==> src/rtl/pwm5_pkg.sv <==
package pwm5_pkg;
  typedef enum logic [1:0] {
    MODE_INPHASE  = 2'd0,
    MODE_OPPHALF  = 2'd1,
    MODE_ALTERN   = 2'd2,
    MODE_RESERVED = 2'd3
  } carrier_mode_e;

  localparam int NUM_CARRIERS = 4;
  localparam int LEVEL_W      = 3;
  localparam int NUM_ARMS     = 3;
  localparam int ARM_FUND     = 0;
  localparam int ARM_B        = 1;
  localparam int ARM_C        = 2;
endpackage

==> src/rtl/pwm5_carrier.sv <==
module pwm5_carrier #(
  parameter int CNT_W = 16
) (
  input  logic             clk,
  input  logic             rst,
  input  logic [CNT_W-1:0] period,
  output logic [CNT_W-1:0] tri_cnt,
  output logic             sel
);
  logic going_up;

  // Up/down triangle; the selector flips when the count lands on zero.
  always_ff @(posedge clk) begin
    if (rst) begin
      tri_cnt  <= '0;
      going_up <= 1'b1;
      sel      <= 1'b0;
    end else if (going_up) begin
      if (tri_cnt >= period) begin
        going_up <= 1'b0;
        if (tri_cnt != '0) tri_cnt <= tri_cnt - CNT_W'(1);
      end else begin
        tri_cnt <= tri_cnt + CNT_W'(1);
      end
    end else begin
      if (tri_cnt <= CNT_W'(1)) begin
        tri_cnt  <= '0;
        going_up <= 1'b1;
        sel      <= ~sel;
      end else begin
        tri_cnt <= tri_cnt - CNT_W'(1);
      end
    end
  end
endmodule

==> src/rtl/pwm5_level.sv <==
module pwm5_level
  import pwm5_pkg::*;
#(
  parameter int REF_W = 16,
  parameter int CNT_W = 16
) (
  input  logic signed [REF_W-1:0] ref_s,
  input  logic [CNT_W-1:0]        tri_cnt,
  input  logic [CNT_W-1:0]        period,
  input  carrier_mode_e           mode,
  output logic [LEVEL_W-1:0]      level
);
  localparam int BAND   = (1 << REF_W) / NUM_CARRIERS;
  localparam int OFF_W  = REF_W + 2;
  localparam int PROD_W = REF_W + CNT_W + 2;

  logic [NUM_CARRIERS-1:0] above;

  for (genvar k = 0; k < NUM_CARRIERS; k++) begin : g_band
    localparam logic signed [OFF_W-1:0] BOTTOM = OFF_W'(-(1 << (REF_W - 1)) + k * BAND);
    localparam logic signed [OFF_W-1:0] BAND_S = OFF_W'(BAND);

    logic signed [OFF_W-1:0] off;
    logic                    inv;
    logic [CNT_W-1:0]        car;
    logic [PROD_W-1:0]       lhs;
    logic [PROD_W-1:0]       rhs;
    logic                    hit;

    always_comb begin
      off = OFF_W'(ref_s) - BOTTOM;
      inv = ((mode == MODE_OPPHALF) && (k < NUM_CARRIERS / 2)) ||
            ((mode == MODE_ALTERN) && ((k % 2) == 1));
      if (inv) car = (tri_cnt >= period) ? '0 : (period - tri_cnt);
      else     car = tri_cnt;
      // reference offset / BAND  >  carrier / period, cross-multiplied
      lhs = PROD_W'(off[OFF_W-2:0]) * PROD_W'(period);
      rhs = PROD_W'(car) * PROD_W'(BAND);
      if (off <= OFF_W'(0))    hit = 1'b0;
      else if (off >= BAND_S)  hit = 1'b1;
      else                     hit = (lhs > rhs);
    end

    assign above[k] = hit;
  end

  always_comb begin
    level = '0;
    for (int i = 0; i < NUM_CARRIERS; i++) level = level + LEVEL_W'(above[i]);
  end
endmodule

==> src/rtl/pwm5_map.sv <==
module pwm5_map
  import pwm5_pkg::*;
(
  input  logic                clk,
  input  logic                rst,
  input  logic [LEVEL_W-1:0]  level,
  input  logic                ref_neg,
  input  logic                sel,
  output logic [NUM_ARMS-1:0] cmd
);
  logic [NUM_ARMS-1:0] nxt;

  always_comb begin
    nxt           = '0;
    nxt[ARM_FUND] = ~ref_neg;
    unique case (level)
      LEVEL_W'(4): begin nxt[ARM_B] = 1'b0;     nxt[ARM_C] = 1'b0;     end
      LEVEL_W'(3),
      LEVEL_W'(1): begin nxt[ARM_B] = ~sel;     nxt[ARM_C] = sel;      end
      LEVEL_W'(2): begin nxt[ARM_B] = ~ref_neg; nxt[ARM_C] = ~ref_neg; end
      default:     begin nxt[ARM_B] = 1'b1;     nxt[ARM_C] = 1'b1;     end
    endcase
  end

  always_ff @(posedge clk) begin
    if (rst) cmd <= '0;
    else     cmd <= nxt;
  end
endmodule

==> src/rtl/pwm5_deadtime.sv <==
module pwm5_deadtime #(
  parameter int DT_W = 8
) (
  input  logic            clk,
  input  logic            rst,
  input  logic            cmd,
  input  logic [DT_W-1:0] dead,
  output logic            hi,
  output logic            lo
);
  logic            applied;
  logic [DT_W-1:0] cnt;

  always_ff @(posedge clk) begin
    if (rst) begin
      applied <= 1'b0;
      cnt     <= '0;
      hi      <= 1'b0;
      lo      <= 1'b0;
    end else if (cmd != applied) begin
      applied <= cmd;
      if (dead == '0) begin
        cnt <= '0;
        hi  <= cmd;
        lo  <= ~cmd;
      end else begin
        cnt <= dead - DT_W'(1);
        hi  <= 1'b0;
        lo  <= 1'b0;
      end
    end else if (cnt != '0) begin
      cnt <= cnt - DT_W'(1);
      hi  <= 1'b0;
      lo  <= 1'b0;
    end else begin
      hi <= applied;
      lo <= ~applied;
    end
  end
endmodule

==> src/rtl/pwm5_gen.sv <==
module pwm5_gen
  import pwm5_pkg::*;
#(
  parameter int REF_W = 16,
  parameter int CNT_W = 16,
  parameter int DT_W  = 8
) (
  input  logic             clk,
  input  logic             rst,
  input  logic [1:0]       cfg_mode,
  input  logic [CNT_W-1:0] cfg_period,
  input  logic [DT_W-1:0]  cfg_dead,
  input  logic             ref_valid,
  output logic             ref_ready,
  input  logic [REF_W-1:0] ref_data,
  output logic [2:0]       gate_hi,
  output logic [2:0]       gate_lo
);
  logic signed [REF_W-1:0] ref_q;
  logic [CNT_W-1:0]        tri_cnt;
  logic                    sel;
  logic [LEVEL_W-1:0]      level;
  logic [NUM_ARMS-1:0]     cmd;
  carrier_mode_e           mode;

  assign ref_ready = ~rst;
  assign mode      = carrier_mode_e'(cfg_mode);

  always_ff @(posedge clk) begin
    if (rst)                         ref_q <= '0;
    else if (ref_valid && ref_ready) ref_q <= ref_data;
  end

  pwm5_carrier #(.CNT_W(CNT_W)) carrier_i (
    .clk(clk), .rst(rst), .period(cfg_period), .tri_cnt(tri_cnt), .sel(sel)
  );

  pwm5_level #(.REF_W(REF_W), .CNT_W(CNT_W)) level_i (
    .ref_s(ref_q), .tri_cnt(tri_cnt), .period(cfg_period), .mode(mode), .level(level)
  );

  pwm5_map map_i (
    .clk(clk), .rst(rst), .level(level), .ref_neg(ref_q[REF_W-1]), .sel(sel), .cmd(cmd)
  );

  for (genvar a = 0; a < NUM_ARMS; a++) begin : g_arm
    pwm5_deadtime #(.DT_W(DT_W)) dt_i (
      .clk(clk), .rst(rst), .cmd(cmd[a]), .dead(cfg_dead),
      .hi(gate_hi[a]), .lo(gate_lo[a])
    );
  end
endmodule

==> config.mk <==
export PLATFORM = sky130hd
export DESIGN_NAME = pwm5_gen
export DESIGN_NICKNAME = d
export VERILOG_FILES = /design/src/rtl/pwm5_pkg.sv /design/src/rtl/pwm5_carrier.sv /design/src/rtl/pwm5_level.sv /design/src/rtl/pwm5_map.sv /design/src/rtl/pwm5_deadtime.sv /design/src/rtl/pwm5_gen.sv
export SDC_FILE = /design/constraint.sdc
export NUM_CORES = 2
export LEC_CHECK = 0
export BUFFER_PORTS_ARGS = -buffer_cell sky130_fd_sc_hd__buf_4
export CAP_MARGIN = 30
export CORE_MARGIN = 2
export CORE_UTILIZATION = 60
export DETAILED_ROUTE_END_ITERATION = 8
export PLACE_DENSITY = 0.83
export SLEW_MARGIN = 20
export SYNTH_ARGS = -nofsm -noshare
export SYNTH_HDL_FRONTEND = slang
export SYNTH_SLANG_ARGS = --single-unit
==> constraint.sdc <==
create_clock -name clk -period 25.8 [get_ports clk]
set_clock_uncertainty 0.1 [all_clocks]
set_input_delay 5.16 -clock clk [delete_from_list [all_inputs] [get_ports clk]]
set_output_delay 5.16 -clock clk [all_outputs]
set_load 0.03 [all_outputs]
### Yosys cells after proc, flatten, opt, wreduce, memory -nomap -nowiden

Cells that the tools add are included.

* latch bits: 0
* register bits after elaboration: 70
* bits of input ports: 45
* output and inout port bits: 7
* memories: 0
* logic and storage cells: 125
* bits in read-only memories: 0
* RAM bits: 0

* add/sub/neg operators: 13
* bitwise gates (word level): 10
* eq/ne operators: 10
* muxes and demuxes: 45
* div/mod/pow operators: 0
* reductions and logical operators: 12
* multipliers: 4
* $lt $le $gt $ge: 14
* shift operators: 0

Operators with widths (count)
* > comparator 33 x 30 -> 1 bit: 4
* multiplier 17 x 16 -> 33 bit: 4
* 2-to-1 mux 16 bit: 8
* 2-to-1 mux 8 bit: 7
* >= comparator 18 x 16 -> 1 bit (second input constant): 3
* less-or-equal comparator 18 x 1 -> 1 bit (second input constant): 3
* subtractor 16 x 16 -> 17 bit (second input constant): 2
* less-or-equal comparator 16 x 1 -> 1 bit (second input constant): 2
* subtractor 8 x 1 -> 8 bit (second input constant): 4
* 2-to-1 mux 1 bit: 29
* nonzero test 8 bit: 3
* subtractor 16 x 15 -> 17 bit (second input constant): 1
* adder 16 x 1 -> 16 bit (second input constant): 1
* >= comparator 16 bit: 1
* >= comparator 16 bit (second input constant): 1
* nonzero test 16 bit: 1
* subtractor 16 x 1 -> 16 bit (second input constant): 1
* subtractor 16 bit: 1
* inverter 1 bit: 10
* zero test 8 bit: 1
* adder 3 x 1 -> 3 bit: 2
* equality test 3 x 2 -> 1 bit (second input constant): 2
* one-hot mux 2 bit (3 select lines): 1
* nonzero test 2 bit: 3
* other kinds (11): 13

### Longest topological paths before layout

* depth after elaboration: 12
* mapped depth: 42
* gate-level depth less buffers: 41

### Modules after synthesis

A second synthesis with hierarchy kept.

* cell total of the unflattened synthesis: 3090
* area, all modules: 26576.7 µm²

Modules (own cells, without submodules)
* pwm5_level: sequential area each 0.0 µm², instances 1, area an instance 21959.8 µm², cells an instance 2559
* pwm5_deadtime: sequential area each 220.2 µm², instances 3, area an instance 726.9 µm², cells an instance 80
* pwm5_carrier: sequential area each 360.3 µm², instances 1, area an instance 1727.9 µm², cells an instance 227
* pwm5_gen: sequential area each 320.3 µm², instances 1, area an instance 585.6 µm², cells an instance 53
* pwm5_map: sequential area each 60.1 µm², instances 1, area an instance 122.6 µm², cells an instance 11

### Worst setup path after synthesis

Ideal clock, no wire load.

* kind: input to register
* start: input port cfg_period[7]
* end: register map_i.cmd[1]
* path buffers: 1
* arrival time: 13.613 ns
* slack: 11.953 ns
* library setup time: 0.134 ns
* stages: 38
* data required time: 25.566 ns
* cells stage by stage: clkbuf_1 -> nand2_1 -> fa_1 -> inv_1 -> fa_1 -> inv_1 -> fa_1 -> fa_1 -> inv_1 -> fa_1 -> inv_1 -> fa_1 -> inv_1 -> ha_1 -> a21o_1 -> a21oi_1 -> o211ai_1 -> a31oi_1 -> [2 not listed] -> a21o_1 -> a21o_1 -> a21oi_1 -> xnor2_1 -> ha_1 -> nand2_1 -> nor2_1 -> a221oi_1 -> a31oi_1 -> a211o_1 -> o41a_1 -> ha_1 -> fa_1 -> ha_1 -> nand2_1 -> mux2_2 -> nor2_1 -> a211oi_1

* longest elaborated chain between the ends: 12
* elaborated cells on any way between the ends: 31
* those cells by class: 4 x add/sub; 4 x mul; 5 x order compare; 4 x eq/ne; 13 x mux; 1 x reduce/logical

RTL lines
* start, declared: RTL line pwm5_gen.sv:11 `input logic [CNT_W-1:0] cfg_period,`
* parallel branches: the longest is 8 deep, another holds multiplier 17 x 16 -> 33 bit
* adder 3 x 1 -> 3 bit (*): RTL line pwm5_level.sv:49 `for (int i = 0; i < NUM_CARRIERS; i++) level = level + LEVEL_W'(above[i]);`
* equality test 3 x 2 -> 1 bit or equality test 3 x 1 -> 1 bit (tied branches): RTL line pwm5_map.sv:16 `unique case (level)`
* OR reduction 2 bit: RTL line pwm5_map.sv:16
* one-hot mux 2 bit (3 select lines) (*): RTL line pwm5_map.sv:16
* end signal, assigned: RTL line pwm5_map.sv:27 `else cmd <= nxt;`
* end, declared: RTL line pwm5_map.sv:9 `output logic [NUM_ARMS-1:0] cmd`

Every way passes the cells marked *.
A chain may end at the register's enable or synchronous reset.

### Final worst setup path

* start: input port cfg_period[7]
* end: register map_i.cmd[2]

The elaborated chain is that of the path after synthesis.

==> reports/qor.json <==
{
  "first_global_vias": {"value": 22400},
  "number_of_buffers_inserted_during_clock_tree_synthesis": {"value": 9},
  "synth.yosys.warnings": {"value": 0},
  "p_comb_frac": {"value": 0.902},
  "finalHoldViolations": {"value": 0},
  "rsz0062_at_grt": {"value": "no"},
  "dpl-instance-area": {"value": 0.0262, "unit": "mm2"},
  "ctsHoldBuffers": {"value": 0},
  "timing.max_cap.violations": {"value": 0},
  "ant_nets": {"value": 0},
  "timing.final.crit_share": {"value": 0.569},
  "drtPass1Iterations": {"value": 5},
  "r2r-start": {"value": "ref_q[14]$_SDFFE_PP0P_"},
  "switching_power_as_a_share_of_total_power": {"value": 0.573},
  "cell_area_after_synthesis": {"value": 0.0254, "unit": "mm2"},
  "worstSetupStartpointType": {"value": "input port"},
  "design_internal_power": {"value": 1.46, "unit": "mW"},
  "gp_congestion": {"value": 1.01},
  "crit_path_frequent_cell": {"value": "fa_1"},
  "setup.worst_path.end_class": {"value": "flop"},
  "fillCellCount": {"value": 3427},
  "setup_viol": {"value": 0},
  "antenna_cells": {"value": 0},
  "total_area_of_sequential_cells": {"value": 0.00140, "unit": "mm2"},
  "cp_data_required_time": {"value": 25940, "unit": "ps"},
  "post_layout_nonfiller_instances": {"value": 3476},
  "power.static_leakage": {"value": 13.9, "unit": "nW"},
  "timing.critical_path.max_delay_family": {"value": "adder cells"},
  "wl": {"value": 72300, "unit": "um"},
  "post-place-cells": {"value": 3455},
  "floorplan.die.height": {"value": 210, "unit": "um"},
  "global_route_total_overflow": {"value": 0},
  "postSynthCellCount": {"value": 2956},
  "remaining_drc_errors": {"value": 0},
  "clk_sinks": {"value": 70},
  "area.growth.synth_to_final": {"value": 4.42, "unit": "%"},
  "cts_repair_resize_count": {"value": 0},
  "multi_input_area": {"value": 0.0215, "unit": "mm2"},
  "fin_nets": {"value": 3761},
  "cp.arrival": {"value": 14830, "unit": "ps"},
  "fin_setup_tns": {"value": 0, "unit": "ps"},
  "ff2ff_path_depth": {"value": 41},
  "timing.critical_path.slowest_stage_cell": {"value": "fa_1"},
  "power_frac_clock": {"value": 0.045},
  "run_status": {"value": "complete, no violations"},
  "layout.cells.most_common": {"value": "inv_1"},
  "min_to": {"value": "map_i.cmd[2]$_SDFF_PP0_"},
  "timing_worst_setup_path_type": {"value": "input port to flop"},
  "placement.setup.worst_slack": {"value": 10860, "unit": "ps"},
  "synth.distinct_cells": {"value": 80},
  "io_buffer_count": {"value": 51},
  "final_layout_size_suffix_gt1_frac": {"value": 0.0392},
  "proportion_of_synthesized_chip_area_in_sequential_cells": {"value": 0.0551},
  "postLayoutCellArea": {"value": 0.0265, "unit": "mm2"},
  "synth_nets": {"value": 3785},
  "timing.critical_path.buf_inv": {"value": 7},
  "grt_pass1_wl": {"value": 117000, "unit": "um"},
  "maxSlewHeadroom": {"value": 0.356},
  "max_root_sink_buffers": {"value": 2},
  "groute.usage.overall": {"value": 0.342},
  "crit-reg2reg-capture": {"value": "map_i.cmd[2]$_SDFF_PP0_"},
  "clock.fmax": {"value": 0.0681, "unit": "GHz"},
  "crit_path_max_cell_delay": {"value": 680, "unit": "ps"},
  "die-area": {"value": 0.0440, "unit": "mm2"},
  "mostFrequentLayoutCells": {"value": "568 x inv_1, 407 x fa_1, 377 x ha_1, 249 x nand2_1, 154 x nor2_1"},
  "grt_antenna_before_repair": {"value": 0},
  "grt_max_degree": {"value": 55},
  "hold_path.class": {"value": "flop to flop"},
  "final_critical_path_setup_slack": {"value": 11110, "unit": "ps"},
  "dr_total_vias": {"value": 21100},
  "clk_root_buf": {"value": "clkbuf_16"},
  "share_seq_of_total_power": {"value": 0.054},
  "rows": {"value": 75},
  "cts_h_tree_depth": {"value": 3},
  "post_synth.cell_area_avg": {"value": 8.60, "unit": "um2"},
  "min_period": {"value": 14690, "unit": "ps"},
  "synth-edff-count": {"value": 0},
  "cts.repair_timing.setup_buffer_count": {"value": 0},
  "totalPowerFinal": {"value": 3.41, "unit": "mW"},
  "top_level_pins": {"value": 52},
  "yosys_most_used_dff": {"value": "dfxtp_1"},
  "floorplan.initialDensity": {"value": 0.607},
  "postSynth.asyncResetShare": {"value": 0},
  "yosys_register_bits": {"value": 70},
  "crit_path_max_fanout": {"value": 23},
  "core_area": {"value": 0.0419, "unit": "mm2"},
  "clock_insertion_delay_at_the_later_pin_of_the_skew_report": {"value": 390, "unit": "ps"},
  "worstHoldPathCells": {"value": 2},
  "peakVddDrop": {"value": 112, "unit": "uV"},
  "routedWlPerCell": {"value": 20.8, "unit": "um"},
  "place.detailed.hpwl": {"value": 59300, "unit": "um"},
  "p_per_area": {"value": 129, "unit": "mW/mm2"},
  "tritoncts_clock_tree": {"value": "built"},
  "finalMaxSlewViolations": {"value": 0},
  "hold_start": {"value": "carrier_i.sel$_SDFFE_PP0P_"},
  "drt-vias-per-instance": {"value": 6.07},
  "reg2reg_setup_slack": {"value": 14310, "unit": "ps"},
  "fp.dieW": {"value": 210, "unit": "um"},
  "drt-initial-drc-count": {"value": 1646},
  "timing_worst_slew_pin_value": {"value": 964, "unit": "ps"},
  "p_switching": {"value": 1.96, "unit": "mW"},
  "clkSlewWorstSetupHoldPaths": {"value": 70, "unit": "ps"}
}
[registers in the layout, indices dropped and copies added (netlist names)]
name                count
g_arm.dt_i.cnt         24
g_arm.dt_i.lo           3
ref_q                  16
g_arm.dt_i.applied      3
carrier_i.tri_cnt      16
carrier_i.going_up      1
g_arm.dt_i.hi           3
map_i.cmd               3
carrier_i.sel           1
[stage by stage]
step | hold slack (ps) | utilization
after global routing | 434 | 0.634
after detailed placement | 399 | 0.625
after global placement | 395 | 0.625
after floorplan | 360 | -
final | 414 | 0.634
after CTS | 410 | 0.633
[cell usage after synthesis, types with 7 or more instances]
| cell type | number | area share |
|---|---|---|
| a211oi_1 | 18 | 0.0053 |
| a21o_1 | 66 | 0.019 |
| a21oi_1 | 127 | 0.025 |
| a31oi_1 | 19 | 0.0047 |
| and2_1 | 152 | 0.037 |
| and3_1 | 9 | 0.0022 |
| clkbuf_1 | 98 | 0.014 |
| dfxtp_1 | 70 | 0.055 |
| fa_1 | 407 | 0.32 |
| ha_1 | 377 | 0.19 |
| inv_1 | 568 | 0.084 |
| mux2i_1 | 64 | 0.025 |
| nand2_1 | 249 | 0.037 |
| nand2b_1 | 28 | 0.0069 |
| nand3_1 | 42 | 0.0083 |
| nand4_1 | 22 | 0.0054 |
| nor2_1 | 154 | 0.023 |
| nor2b_1 | 63 | 0.016 |
| nor3_1 | 59 | 0.012 |
| nor4_1 | 7 | 0.0017 |
| o211ai_1 | 8 | 0.0024 |
| o21a_1 | 13 | 0.0038 |
| o21ai_0 | 66 | 0.013 |
| o21bai_1 | 12 | 0.0035 |
| or3_1 | 12 | 0.0030 |
| xnor2_1 | 89 | 0.031 |
| xor2_1 | 41 | 0.014 |
[routing by layer]
layer  vias to the layer above  global-route usage  routed length [um]
met5                         -                   0                   0
met4                         0               0.159                3740
met3                       255              0.0687                6400
met2                      1018               0.567               34300
met1                     10400               0.431               27900
li1                       9443                   -                   -
[logic make-up after synthesis]
group           after synthesis  share of synthesized area
fa+ha+maj                   784                      0.506
flops                        70                     0.0551
mux                          65                     0.0256
compound gates              415                      0.110
simple gates                817                      0.158
xor+xnor                    130                     0.0448
buf+inv                     675                      0.101
[worst min-delay path, stage by stage, from the launching register on]
cell	delay [ps]
dfxtp_1	350
inv_1	60
a211oi_1	50
[layout make-up]
class | count | share of cell area
clock buffer | 9 | 0.00848
clock inverter | 7 | 0.00396
inverter | 570 | 0.0806
multi-input combinational | 2211 | 0.809
sequential | 70 | 0.0528
tap | 539 | 0.0254
timing repair buffer | 70 | 0.0200
[power groups by stage]
stage / logic (mW) / registers [mW] / clock network (mW)
finish: 3.08 / 0.183 / 0.152
global route: 3.39 / 0.187 / 0.156
CTS: 3.01 / 0.181 / 0.152
detailed placement: 2.98 / 0.184 / 0
global placement: 2.87 / 0.181 / 0
floorplan: 2.15 / 0.160 / 0
[worst max path at each step]
stage / slack (ps) / cells past startpoint / end / from
floorplan: 11950 / 38 / map_i.cmd[1]$_SDFF_PP0_ / cfg_period[7]
global placement: 11090 / 36 / map_i.cmd[2]$_SDFF_PP0_ / cfg_period[1]
detailed placement: 10860 / 40 / map_i.cmd[1]$_SDFF_PP0_ / cfg_period[7]
CTS: 11240 / 40 / map_i.cmd[1]$_SDFF_PP0_ / cfg_period[7]
global route: 10570 / 40 / map_i.cmd[1]$_SDFF_PP0_ / cfg_period[7]
finish: 11110 / 40 / map_i.cmd[2]$_SDFF_PP0_ / cfg_period[7]
No activity file was read; power rests on OpenSTA's default activity.
